`src/rtl/mbox_pkg.sv`:
```
package mbox_pkg;
  localparam int WORD_W    = 64;
  localparam int NUM_WORDS = 4;
  localparam int CODE_LSB  = 12;
  localparam logic [1:0] CMD_CODE = 2'b10;

  typedef enum logic [2:0] {
    ST_IDLE,
    ST_FETCH,
    ST_SEND,
    ST_WAIT,
    ST_WB
  } seqState_t;

  typedef struct packed {
    logic       capEn;
    logic [1:0] capIdx;
    logic       mergeEn;
    logic [1:0] selIdx;
  } dpCtl_t;
endpackage

```
`src/rtl/mbox_queue.sv`:
```
module mbox_queue #(
  parameter int NUM_CPU = 4,
  parameter int ADDR_W  = 32,
  localparam int CPU_W  = (NUM_CPU > 1) ? $clog2(NUM_CPU) : 1
) (
  input  logic              clk,
  input  logic              rstN,
  input  logic              wrValid,
  input  logic [CPU_W-1:0]  wrCpu,
  input  logic [ADDR_W-1:0] wrAddr,
  output logic              wrAck,
  output logic              wrNack,
  input  logic              popEn,
  output logic              headValid,
  output logic [ADDR_W-1:0] headAddr
);
  localparam int DEPTH = 2 * NUM_CPU;
  localparam int PTR_W = $clog2(DEPTH);
  localparam int CNT_W = $clog2(DEPTH + 1);

  logic [CPU_W-1:0]  cpuMem  [DEPTH];
  logic [ADDR_W-1:0] addrMem [DEPTH];
  logic [PTR_W-1:0]  wPtr, rPtr;
  logic [CNT_W-1:0]  count;
  logic [1:0]        pend [NUM_CPU];
  logic [CNT_W-1:0]  pendSum;
  logic              cpuOk, accept;
  logic [CPU_W-1:0]  headCpu;

  assign cpuOk     = ({1'b0, wrCpu} < (CPU_W + 1)'(NUM_CPU));
  assign accept    = wrValid && cpuOk && (pend[wrCpu] != 2'd2);
  assign wrAck     = accept;
  assign wrNack    = wrValid && !accept;
  assign headValid = (count != '0);
  assign headAddr  = addrMem[rPtr];
  assign headCpu   = cpuMem[rPtr];

  always_ff @(posedge clk) begin
    if (accept) begin
      cpuMem[wPtr]  <= wrCpu;
      addrMem[wPtr] <= wrAddr;
    end
  end

  always_ff @(posedge clk or negedge rstN) begin
    if (!rstN) begin
      wPtr  <= '0;
      rPtr  <= '0;
      count <= '0;
    end else begin
      if (accept) wPtr <= (wPtr == PTR_W'(DEPTH - 1)) ? '0 : wPtr + 1'b1;
      if (popEn)  rPtr <= (rPtr == PTR_W'(DEPTH - 1)) ? '0 : rPtr + 1'b1;
      case ({accept, popEn})
        2'b10:   count <= count + 1'b1;
        2'b01:   count <= count - 1'b1;
        default: count <= count;
      endcase
    end
  end

  always_ff @(posedge clk or negedge rstN) begin
    if (!rstN) begin
      for (int c = 0; c < NUM_CPU; c++) pend[c] <= 2'd0;
    end else begin
      for (int c = 0; c < NUM_CPU; c++) begin
        case ({accept && (wrCpu == CPU_W'(c)), popEn && (headCpu == CPU_W'(c))})
          2'b10:   pend[c] <= pend[c] + 2'd1;
          2'b01:   pend[c] <= pend[c] - 2'd1;
          default: pend[c] <= pend[c];
        endcase
      end
    end
  end

  always_comb begin
    pendSum = '0;
    for (int c = 0; c < NUM_CPU; c++) pendSum = pendSum + CNT_W'(pend[c]);
  end

  // occupancy bounded by two entries per processor
  assert_no_overflow_R2: assert property (@(posedge clk) disable iff (!rstN)
    count <= CNT_W'(DEPTH));

  // every queued entry belongs to exactly one processor's tally
  assert_pend_match_R2: assert property (@(posedge clk) disable iff (!rstN)
    pendSum == count);

  // completion only ever retires an existing entry
  assert_pop_valid_R3: assert property (@(posedge clk) disable iff (!rstN)
    popEn |-> headValid);

  generate
    for (genvar g = 0; g < NUM_CPU; g++) begin : g_lim
      // no processor exceeds two outstanding operations
      assert_pend_limit_R2: assert property (@(posedge clk) disable iff (!rstN)
        pend[g] <= 2'd2);
    end
  endgenerate
endmodule

```
`src/rtl/mbox_ctrl.sv`:
```
module mbox_ctrl
  import mbox_pkg::*;
#(
  parameter int ADDR_W = 32
) (
  input  logic              clk,
  input  logic              rstN,
  input  logic              headValid,
  input  logic [ADDR_W-1:0] headAddr,
  input  logic              memReady,
  input  logic              memRvalid,
  input  logic              stsValid,
  input  logic              pktReady,
  output logic              memReq,
  output logic              memWe,
  output logic [ADDR_W-1:0] memAddr,
  output logic              pktValid,
  output logic              pktLast,
  output logic              popEn,
  output logic              errStale,
  output dpCtl_t            dpCtl
);
  seqState_t  state;
  logic [2:0] cnt, rxCnt;
  logic [4:0] wordOfs;

  assign wordOfs = {cnt[1:0], 3'b000};
  assign memAddr = headAddr + ADDR_W'(wordOfs);

  always_comb begin
    memReq         = 1'b0;
    memWe          = 1'b0;
    pktValid       = 1'b0;
    pktLast        = 1'b0;
    popEn          = 1'b0;
    dpCtl.capEn    = 1'b0;
    dpCtl.capIdx   = rxCnt[1:0];
    dpCtl.mergeEn  = 1'b0;
    dpCtl.selIdx   = cnt[1:0];
    case (state)
      ST_FETCH: begin
        memReq      = (cnt != 3'd4);
        dpCtl.capEn = memRvalid;
      end
      ST_SEND: begin
        pktValid = 1'b1;
        pktLast  = (cnt == 3'd3);
      end
      ST_WAIT: dpCtl.mergeEn = stsValid;
      ST_WB: begin
        memReq = 1'b1;
        memWe  = 1'b1;
        popEn  = memReady && (cnt == 3'd3);
      end
      default: ;
    endcase
  end

  always_ff @(posedge clk or negedge rstN) begin
    if (!rstN) begin
      state <= ST_IDLE;
      cnt   <= '0;
      rxCnt <= '0;
    end else begin
      case (state)
        ST_IDLE: if (headValid) begin
          state <= ST_FETCH;
          cnt   <= '0;
          rxCnt <= '0;
        end
        ST_FETCH: begin
          if (memReq && memReady) cnt <= cnt + 3'd1;
          if (memRvalid) begin
            rxCnt <= rxCnt + 3'd1;
            if (rxCnt == 3'd3) begin
              state <= ST_SEND;
              cnt   <= '0;
            end
          end
        end
        ST_SEND: if (pktReady) begin
          if (cnt == 3'd3) begin
            state <= ST_WAIT;
            cnt   <= '0;
          end else cnt <= cnt + 3'd1;
        end
        ST_WAIT: if (stsValid) begin
          state <= ST_WB;
          cnt   <= '0;
        end
        ST_WB: if (memReady) begin
          if (cnt == 3'd3) state <= ST_IDLE;
          else cnt <= cnt + 3'd1;
        end
        default: state <= ST_IDLE;
      endcase
    end
  end

  always_ff @(posedge clk or negedge rstN) begin
    if (!rstN) errStale <= 1'b0;
    else if (stsValid && state != ST_WAIT) errStale <= 1'b1;
  end

  // an unexpected status always raises the flag
  assert_stale_flag_R8: assert property (@(posedge clk) disable iff (!rstN)
    (stsValid && state != ST_WAIT) |=> errStale);

  // the flag is sticky
  assert_stale_sticky_R8: assert property (@(posedge clk) disable iff (!rstN)
    errStale |=> errStale);

  // write-back begins only right after a status was taken
  assert_wb_after_status_R4: assert property (@(posedge clk) disable iff (!rstN)
    $rose(memWe) |-> $past(stsValid));

  // packet and memory traffic never overlap
  assert_serial_R3: assert property (@(posedge clk) disable iff (!rstN)
    pktValid |-> !memReq);
endmodule

```
`src/rtl/mbox_dp.sv`:
```
module mbox_dp
  import mbox_pkg::*;
(
  input  logic                clk,
  input  dpCtl_t              dpCtl,
  input  logic [WORD_W-1:0]   memRdata,
  input  logic [2*WORD_W-1:0] stsData,
  output logic [WORD_W-1:0]   pktData,
  output logic [WORD_W-1:0]   memWdata
);
  logic [WORD_W-1:0] words [NUM_WORDS];
  logic [WORD_W-1:0] selWord;

  always_ff @(posedge clk) begin
    if (dpCtl.capEn) words[dpCtl.capIdx] <= memRdata;
    if (dpCtl.mergeEn) begin
      words[2] <= stsData[WORD_W-1:0];
      words[3] <= stsData[2*WORD_W-1:WORD_W];
    end
  end

  assign selWord  = words[dpCtl.selIdx];
  assign memWdata = selWord;

  always_comb begin
    pktData = selWord;
    if (dpCtl.selIdx == 2'd0) pktData[CODE_LSB+1:CODE_LSB] = CMD_CODE;
  end
endmodule

```
`src/rtl/mbox_seq.sv`:
```
module mbox_seq
  import mbox_pkg::*;
#(
  parameter int NUM_CPU = 4,
  parameter int ADDR_W  = 32,
  localparam int CPU_W  = (NUM_CPU > 1) ? $clog2(NUM_CPU) : 1
) (
  input  logic              clk,
  input  logic              rstN,
  input  logic              wrValid,
  input  logic [CPU_W-1:0]  wrCpu,
  input  logic [ADDR_W-1:0] wrAddr,
  output logic              wrAck,
  output logic              wrNack,
  output logic              memReq,
  output logic              memWe,
  output logic [ADDR_W-1:0] memAddr,
  output logic [63:0]       memWdata,
  input  logic              memReady,
  input  logic              memRvalid,
  input  logic [63:0]       memRdata,
  output logic              pktValid,
  input  logic              pktReady,
  output logic [63:0]       pktData,
  output logic              pktLast,
  input  logic              stsValid,
  input  logic [127:0]      stsData,
  output logic              errStale
);
  logic              popEn, headValid;
  logic [ADDR_W-1:0] headAddr;
  dpCtl_t            dpCtl;

  mbox_queue #(.NUM_CPU(NUM_CPU), .ADDR_W(ADDR_W)) u_queue (
    .clk(clk), .rstN(rstN), .wrValid(wrValid), .wrCpu(wrCpu), .wrAddr(wrAddr),
    .wrAck(wrAck), .wrNack(wrNack), .popEn(popEn),
    .headValid(headValid), .headAddr(headAddr)
  );

  mbox_ctrl #(.ADDR_W(ADDR_W)) u_ctrl (
    .clk(clk), .rstN(rstN), .headValid(headValid), .headAddr(headAddr),
    .memReady(memReady), .memRvalid(memRvalid), .stsValid(stsValid),
    .pktReady(pktReady), .memReq(memReq), .memWe(memWe), .memAddr(memAddr),
    .pktValid(pktValid), .pktLast(pktLast), .popEn(popEn),
    .errStale(errStale), .dpCtl(dpCtl)
  );

  mbox_dp u_dp (
    .clk(clk), .dpCtl(dpCtl), .memRdata(memRdata), .stsData(stsData),
    .pktData(pktData), .memWdata(memWdata)
  );

  // the first packet word always carries the forced command code
  assert_code_forced_R6: assert property (@(posedge clk) disable iff (!rstN)
    (pktValid && dpCtl.selIdx == 2'd0) |-> (pktData[13:12] == 2'b10));
endmodule

```
`config.mk`:
```
export PLATFORM = sky130hd
export DESIGN_NAME = mbox_seq
export DESIGN_NICKNAME = d
export VERILOG_FILES = /design/src/rtl/mbox_pkg.sv /design/src/rtl/mbox_queue.sv /design/src/rtl/mbox_ctrl.sv /design/src/rtl/mbox_dp.sv /design/src/rtl/mbox_seq.sv
export SDC_FILE = /design/constraint.sdc
export NUM_CORES = 1
export LEC_CHECK = 0
export BUFFER_PORTS_ARGS = -buffer_cell sky130_fd_sc_hd__buf_2
export CORE_UTILIZATION = 51
export CTS_BUF_LIST = sky130_fd_sc_hd__clkbuf_8 sky130_fd_sc_hd__clkbuf_16
export CTS_CLUSTER_SIZE = 24
export DETAILED_ROUTE_END_ITERATION = 6
export PLACE_DENSITY = 0.73
export SLEW_MARGIN = 20
export SYNTH_ARGS = -nofsm -noshare
export SYNTH_HDL_FRONTEND = slang
export SYNTH_SLANG_ARGS = --single-unit
```
`constraint.sdc`:
```
create_clock -name clk -period 6.7 [get_ports clk]
set_clock_uncertainty 0.2 [all_clocks]
set_input_delay 0.335 -clock clk [delete_from_list [all_inputs] [get_ports clk]]
set_output_delay 0.335 -clock clk [all_outputs]
set_load 0.005 [all_outputs]
```
# Word level (Yosys, flattened, before mapping)
# Memories as Yosys holds them, arrays and structs flattened.
# Cells that the tools add are included.
totals:
  regBits: 28
  mem_bits_rw: 528
  input_bits: 233
  output_inout_bits: 167
  n_memories: 3
mem_list:
  columns: ["memory", "words", "word_bits", "read_ports", "rd_clocked_by_memory_dff", "write_ports", "line", "source"]
  rows:
  - ["u_dp.words", 4, 64, 1, 0, 2, "mbox_dp.sv:11", "logic [WORD_W-1:0] words [NUM_WORDS];"]
  - ["u_queue.addrMem", 8, 32, 1, 0, 1, "mbox_queue.sv:22", "logic [ADDR_W-1:0] addrMem [DEPTH];"]
  - ["u_queue.cpuMem", 8, 2, 1, 0, 1, "mbox_queue.sv:21", "logic [CPU_W-1:0] cpuMem [DEPTH];"]
classes:
  n_addsub: 15
  order_cmp: 1
  n_eq_ne: 36
  mux: 48
  n_bitwise: 1
  n_reduce_logical: 30
ops:
  columns: ["operator", "count"]
  rows:
  - ["2-to-1 mux 64 bit", 1]
  - ["OR reduction 64 bit", 1]
  - ["2-to-1 mux 3 bit", 20]
  - ["adder 32 x 5 -> 32 bit", 1]
  - ["case mux 3 bit (5 select lines)", 2]
  - ["== test 2 bit, second input constant", 9]
  - ["case mux 2 bit (2 select lines)", 4]
  - ["== test 2 x 1 -> 1 bit, second input constant", 7]
  - ["inequality test 2 bit, second input constant", 7]
  - ["logical AND 1 bit", 13]
  - ["2-to-1 mux 1 bit", 13]
  - ["adder 3 x 1 -> 3 bit, second input constant", 4]
  - ["== test 3 x 2 -> 1 bit, second input constant", 4]
  - ["nonzero test 2 bit", 6]
  - ["== test 3 bit, second input constant", 3]
  - ["adder 2 x 1 -> 2 bit, second input constant", 4]
  - ["2-to-1 mux 2 bit", 4]
  - ["case mux 4 bit (2 select lines)", 1]
  - ["AND reduction 8 bit", 1]
  - ["subtractor 2 x 1 -> 2 bit, second input constant", 4]
  - ["logical NOT 2 bit", 3]
  - ["inequality test 2 x 1 -> 1 bit, second input constant", 3]
  - ["case mux 3 bit (2 select lines)", 1]
  - ["AND reduction 6 bit", 1]
  - ["14 further kinds", 14]

# Depth between registers and ports, before layout
depth:
  ltp_word: 9
  mapped_depth: 15
  mapped_depth_nobuf: 11

# Modules after synthesis
# From an unflattened synthesis, not the netlist that was laid out.
hier_totals:
  hier_cells: 1434
  hier_area_um2: 24237.0
modules_own_cells:
  columns: ["mod", "instances", "cells_each", "area_each_um2", "seq_area_each_um2"]
  rows:
  - ["mbox_queue", 1, 502, 11533.6, 8618.3]
  - ["mbox_dp", 1, 751, 11249.5, 7687.4]
  - ["mbox_ctrl", 1, 181, 1453.9, 250.2]

# Worst setup path before layout
# OpenSTA, ideal clock, no wires.
synth_path:
  kind: "input port to flip-flop"
  from: "input wrCpu[1]"
  to: "memory u_queue.addrMem[4][0], enable pin"
  setup_ns: 0.522
  arrival_time_ns: 4.896
  setup_slack_ns: 1.081
  stages: 7
  cell_sequence: "clkbuf_1 -> nor2_1 -> a32o_1 -> o21ai_0 -> nand2_1 -> buf_1 -> nor4b_1"
synth_between:
  elab_chain_len: 8
synth_lines:
  columns: ["element", "line", "source"]
  rows:
  - ["start: declaration", "mbox_seq.sv:11", "input logic [CPU_W-1:0] wrCpu,"]
  - ["inverter 2 -> 3 bit (not written as such)", "mbox_queue.sv:31", "assign accept = wrValid && cpuOk && (pend[wrCpu] != 2'd2);"]
  - ["binary-select mux 2 bit (select 2 bit)", "mbox_queue.sv:31", null]
  - ["2-to-1 mux 2 bit (not written as such) (2 in a row)", "mbox_queue.sv:31", null]
  - ["inequality test 2 bit", "mbox_queue.sv:31", null]
  - ["logical AND 1 bit", "mbox_queue.sv:31", null]
  - ["2-to-1 mux 1 bit", "mbox_queue.sv:39", "if (accept) begin"]
  - ["2-to-1 mux 1 bit (not written as such)", "mbox_queue.sv:41", "addrMem[wPtr] <= wrAddr;"]
  - ["end: declaration", "mbox_queue.sv:22", null]
# No other way between the ends. The select of a mux whose other input is x is not followed.

# Worst setup path after layout
layout_path:
  from: "register u_queue.rPtr[0]"
  to: "output memAddr[23]"
layout_between:
  elab_chain_len: 2
layout_lines:
  columns: ["element", "line", "source"]
  rows:
  - ["start: declaration", "mbox_queue.sv:23", "logic [PTR_W-1:0] wPtr, rPtr;"]
  - ["start signal: assignment", "mbox_queue.sv:52", "if (popEn) rPtr <= (rPtr == PTR_W'(DEPTH - 1)) ? '0 : rPtr + 1'b1;"]
  - ["memory read (8 x 32 bit)", null, null]
  - ["adder 32 x 5 -> 32 bit", "mbox_ctrl.sv:28", "assign memAddr = headAddr + ADDR_W'(wordOfs);"]
  - ["end: declaration", "mbox_seq.sv:17", "output logic [ADDR_W-1:0] memAddr,"]
# No other way between the ends.

==> implementation parameters <==
Parameter                              Value

Timing
  Total Negative Setup Slacks ... 0 ps
  Final number of hold-violating endpoints ... 0
  Max Slew Vio Count ... 0
  Minimum period implied by the final worst setup slack ... 4790 ps
  Setup violations, final ... 0
  Highest clock rate ... 209 MHz
  Max-Slew Margin vs Limit ... 26.1%
  Crit share post-route ... 71.5%
  Setup repair after global routing missed its margin ... no
  Slew of the pin with the lowest slew margin ... 1110 ps

Floorplan
  Effective utilization at floorplan ... 52.1%
  I/O Pins ... 400
  Core ar. ... 45,800 um2
  # rows ... 78
  Chip width ... 218 um
  Full die area ... 47,600 um2
  Height of the chip ... 218 um

Placement
  HPWL Detailed ... 35,700 um
  Placer congestion estimate ... 0.822
  Placed Cells ... 2,333
  Number of buffer cells added on primary ports ... 399

Critical path
  Worst Path Class, Setup ... register to output pin
  Master of the slowest instance on the critical path ... dfrtp_4
  Worst Path Required ... 6160 ps
  Kind of start point of the critical path ... register
  Stage delay of the slowest cell on the critical path ... 700 ps
  Arrival time worst endpoint ... 4250 ps
  Maximum net fanout on the critical path ... 43
  Worst Setup End Kind ... output pin
  Cell chain of the critical path ... buf_4 > mux4_2 > mux2i_1 > nor2_1 > nand3_1 > a2111oi_2 > xor2_1 > buf_2

Pwr
  Power density over the cells ... 343 nW/um2
  Maximum vdd drop ... 0.288 mV
  Leakage power of the design ... 11.1 nW

Clock tree
  Clock H-tree levels ... 2
  Clk Latency, worst-skew pair ... 600 ps
  Resize count post-CTS ... 0
  CTS tree ... yes
  Worst-case clock buffer depth ... 3
  Clock-pin slew on the worst setup and hold paths ... 70 ps
  Number of clock sinks ... 556
  Total clock buffers created by CTS ... 54
  Root cell of the clock tree ... clkbuf_16

Drt
  DRC violation count after routing ... 0
  Count of nets left with antenna violations after detail routing ... 0
  WL final ... 60,600 um
  TritonRoute pass-1 iters ... 5
  First-iteration detailed-routing DRC count ... 1,594
  Routed length per placed instance ... 22.7 um
  Ratio of routed vias to standard cells ... 5.60
  Via count of the routed design ... 15,000

Flow run
  Max-cap viol count ... 0

GRT
  Initial antenna violation count ... 13
  First-pass GRT wire length ... 89,100 um
  GRT overflow ... 0
  Overall track demand over capacity in global routing ... 25.3%
  Vias in the first global route ... 15,200
  Maximum number of pins on one net before global-route repair ... 86

Logic synthesis
  Post-synthesis net count ... 1,702
  Post-Synthesis Cells ... 1,445
  Register area share after synthesis ... 69.4%
  Primary flip-flop cell chosen by synthesis mapping ... edfxtp_1
  Number of enable-type register cells in the synthesized netlist ... 528
  Yosys reg bits ... 556
  Mean instance size in the synthesized netlist ... 16.5 um2
  Unique cell type count in the Yosys netlist ... 56
  Warnings from Yosys ... 0
  Cell Area, Synth ... 23,900 um2
  Proportion of synthesized flip-flops having asynchronous set or reset ... 5.04%

Final layout
  Fraction of layout instances using a drive strength above 1 ... 32.4%
  Number of fill cells ... 3,039
  Number of nets in the layout ... 2,276
  Non-Filler Instances ... 2,675
  Area delta synth->final ... 26.2%

Hold path
  Min-delay worst type ... input port to async pin

Run status
  Outcome ... complete, no violations
state kept, by name (all words and copies together), names as in the netlist:
register and flops:
u_dp.words 256, u_queue.addrMem 256, u_queue.cpuMem 16, u_queue.pend 8, u_queue.count 4, u_ctrl.cnt 3
u_ctrl.rxCnt 3, u_ctrl.state 3, u_queue.rPtr 3, u_queue.wPtr 3, u_ctrl.errStale 1
cells by family (layout without fill, tap and decap cells):
logic type	Yosys count	in the layout	share of synthesized area, %
other cells	0	13	0
xor+xnor	43	43	1.58
flops	556	556	69.4
fa+ha+maj	24	24	1.32
compound gates	39	39	1.12
buf+inv	152	769	3.89
simple gates	459	459	8.39
mux	172	172	14.3
cells in the final DEF (no fill, tap or decap), types with 22 or more instances in the layout:
master,n
ha_1,22
dfrtp_1,23
xnor2_1,32
nor2_1,29
buf_2,399
edfxtp_1,528
mux4_2,115
clkbuf_16,55
nand2_1,353
mux2i_1,23
dlygate4sd3_1,230
inv_1,34
cells in the mapped netlist (10+ instances only):
cell / n / area share, %
mux4_1: 13 / 1.4
ha_1: 22 / 1.2
edfxtp_1: 528 / 66
clkbuf_1: 35 / 0.55
xnor2_1: 32 / 1.2
mux4_2: 115 / 11
mux2i_1: 23 / 0.96
dfrtp_1: 28 / 2.9
buf_4: 66 / 2.1
nor3_1: 15 / 0.31
buf_1: 10 / 0.16
xor2_1: 11 / 0.40
nor2_1: 30 / 0.47
nand2_1: 355 / 5.6
mux2_2: 18 / 0.85
inv_1: 23 / 0.36
stage by stage:
| stage | setup slack [ps] | hold WS [ps] | area, um2 | utilization (%) | power [mW] |
|---|---|---|---|---|---|
| 6_report | 1910 | 131 | 30100 | 65.8 | 10.3 |
| 2_1_floorplan | 1080 | -161 | 23900 | - | 6.36 |
| 4_1_cts | 1800 | 125 | 30100 | 65.7 | 10.3 |
| 3_5_place_dp | 2450 | 240 | 26000 | 56.8 | 7.18 |
| 5_1_grt | 1620 | 175 | 30100 | 65.7 | 10.7 |
| 3_3_place_gp | 2510 | 218 | 26000 | 56.8 | 7.11 |
final timing paths:
check                                            startpoint                      endpoint  slack (ps)  cells past startpoint
worst max-delay path            u_queue.rPtr[0]$_DFFE_PN0P_                   memAddr[23]        1910                      8
worst min-delay path                                   rstN  u_queue.count[3]$_DFFE_PN0P_         130                      2
worst max register to register  u_ctrl.state[0]$_DFFE_PN0P_   u_dp.words[3][49]$_DFFE_PP_        2900                      5
worst min register to register  u_queue.pend[3]$_DFFE_PN0P_   u_queue.pend[3]$_DFFE_PN0P_         270                      1
max in group asynchronous                              rstN     u_ctrl.cnt[1]$_DFFE_PN0P_        5640                      2
min in group clk                                    wrValid   u_queue.wPtr[2]$_DFFE_PN0P_         220                      4
layout make-up:
class	count	area (um2)	area share, %
timing repair buffer	647	4430	14.7
tap	600	751	2.49
clock inverter	44	402	1.33
inverter	23	86.3	0.287
antenna	13	32.5	0.108
clock buffer	55	1380	4.57
sequential	556	16600	55.0
multi-input combinational	737	6450	21.4
where the power goes:
part           switching [mW]  internal [mW]  total [mW]
clock                    1.30           1.76        3.06
sequential              0.246           4.38        4.63
combinational            1.45           1.17        2.62
total                    3.00           7.31        10.3
repair_timing:
item | in CTS | in global routing
hold endpoints to repair | 560 | 0
hold buffers | 230 | 0
setup buffers | 0 | 0
worst max-delay path: cells and delay by family (launching register included):
kind	cells	cell delay (ps)
xor gates and xnor gates	1	290
buffers and inverters	2	860
AOI/OAI and AO/OA	1	520
DFF	1	700
muxes	2	460
and+or+nand+nor	2	770
routing by layer:
metal,up-vias,global-route usage [%],share of wire [%]
met5,-,0,0.049
met4,4,10.5,3.7
met3,157,5.09,8.0
met2,798,44.2,52
met1,7475,30.7,36
li1,6557,-,-
Note: power is estimated with default switching activity, not from simulation.
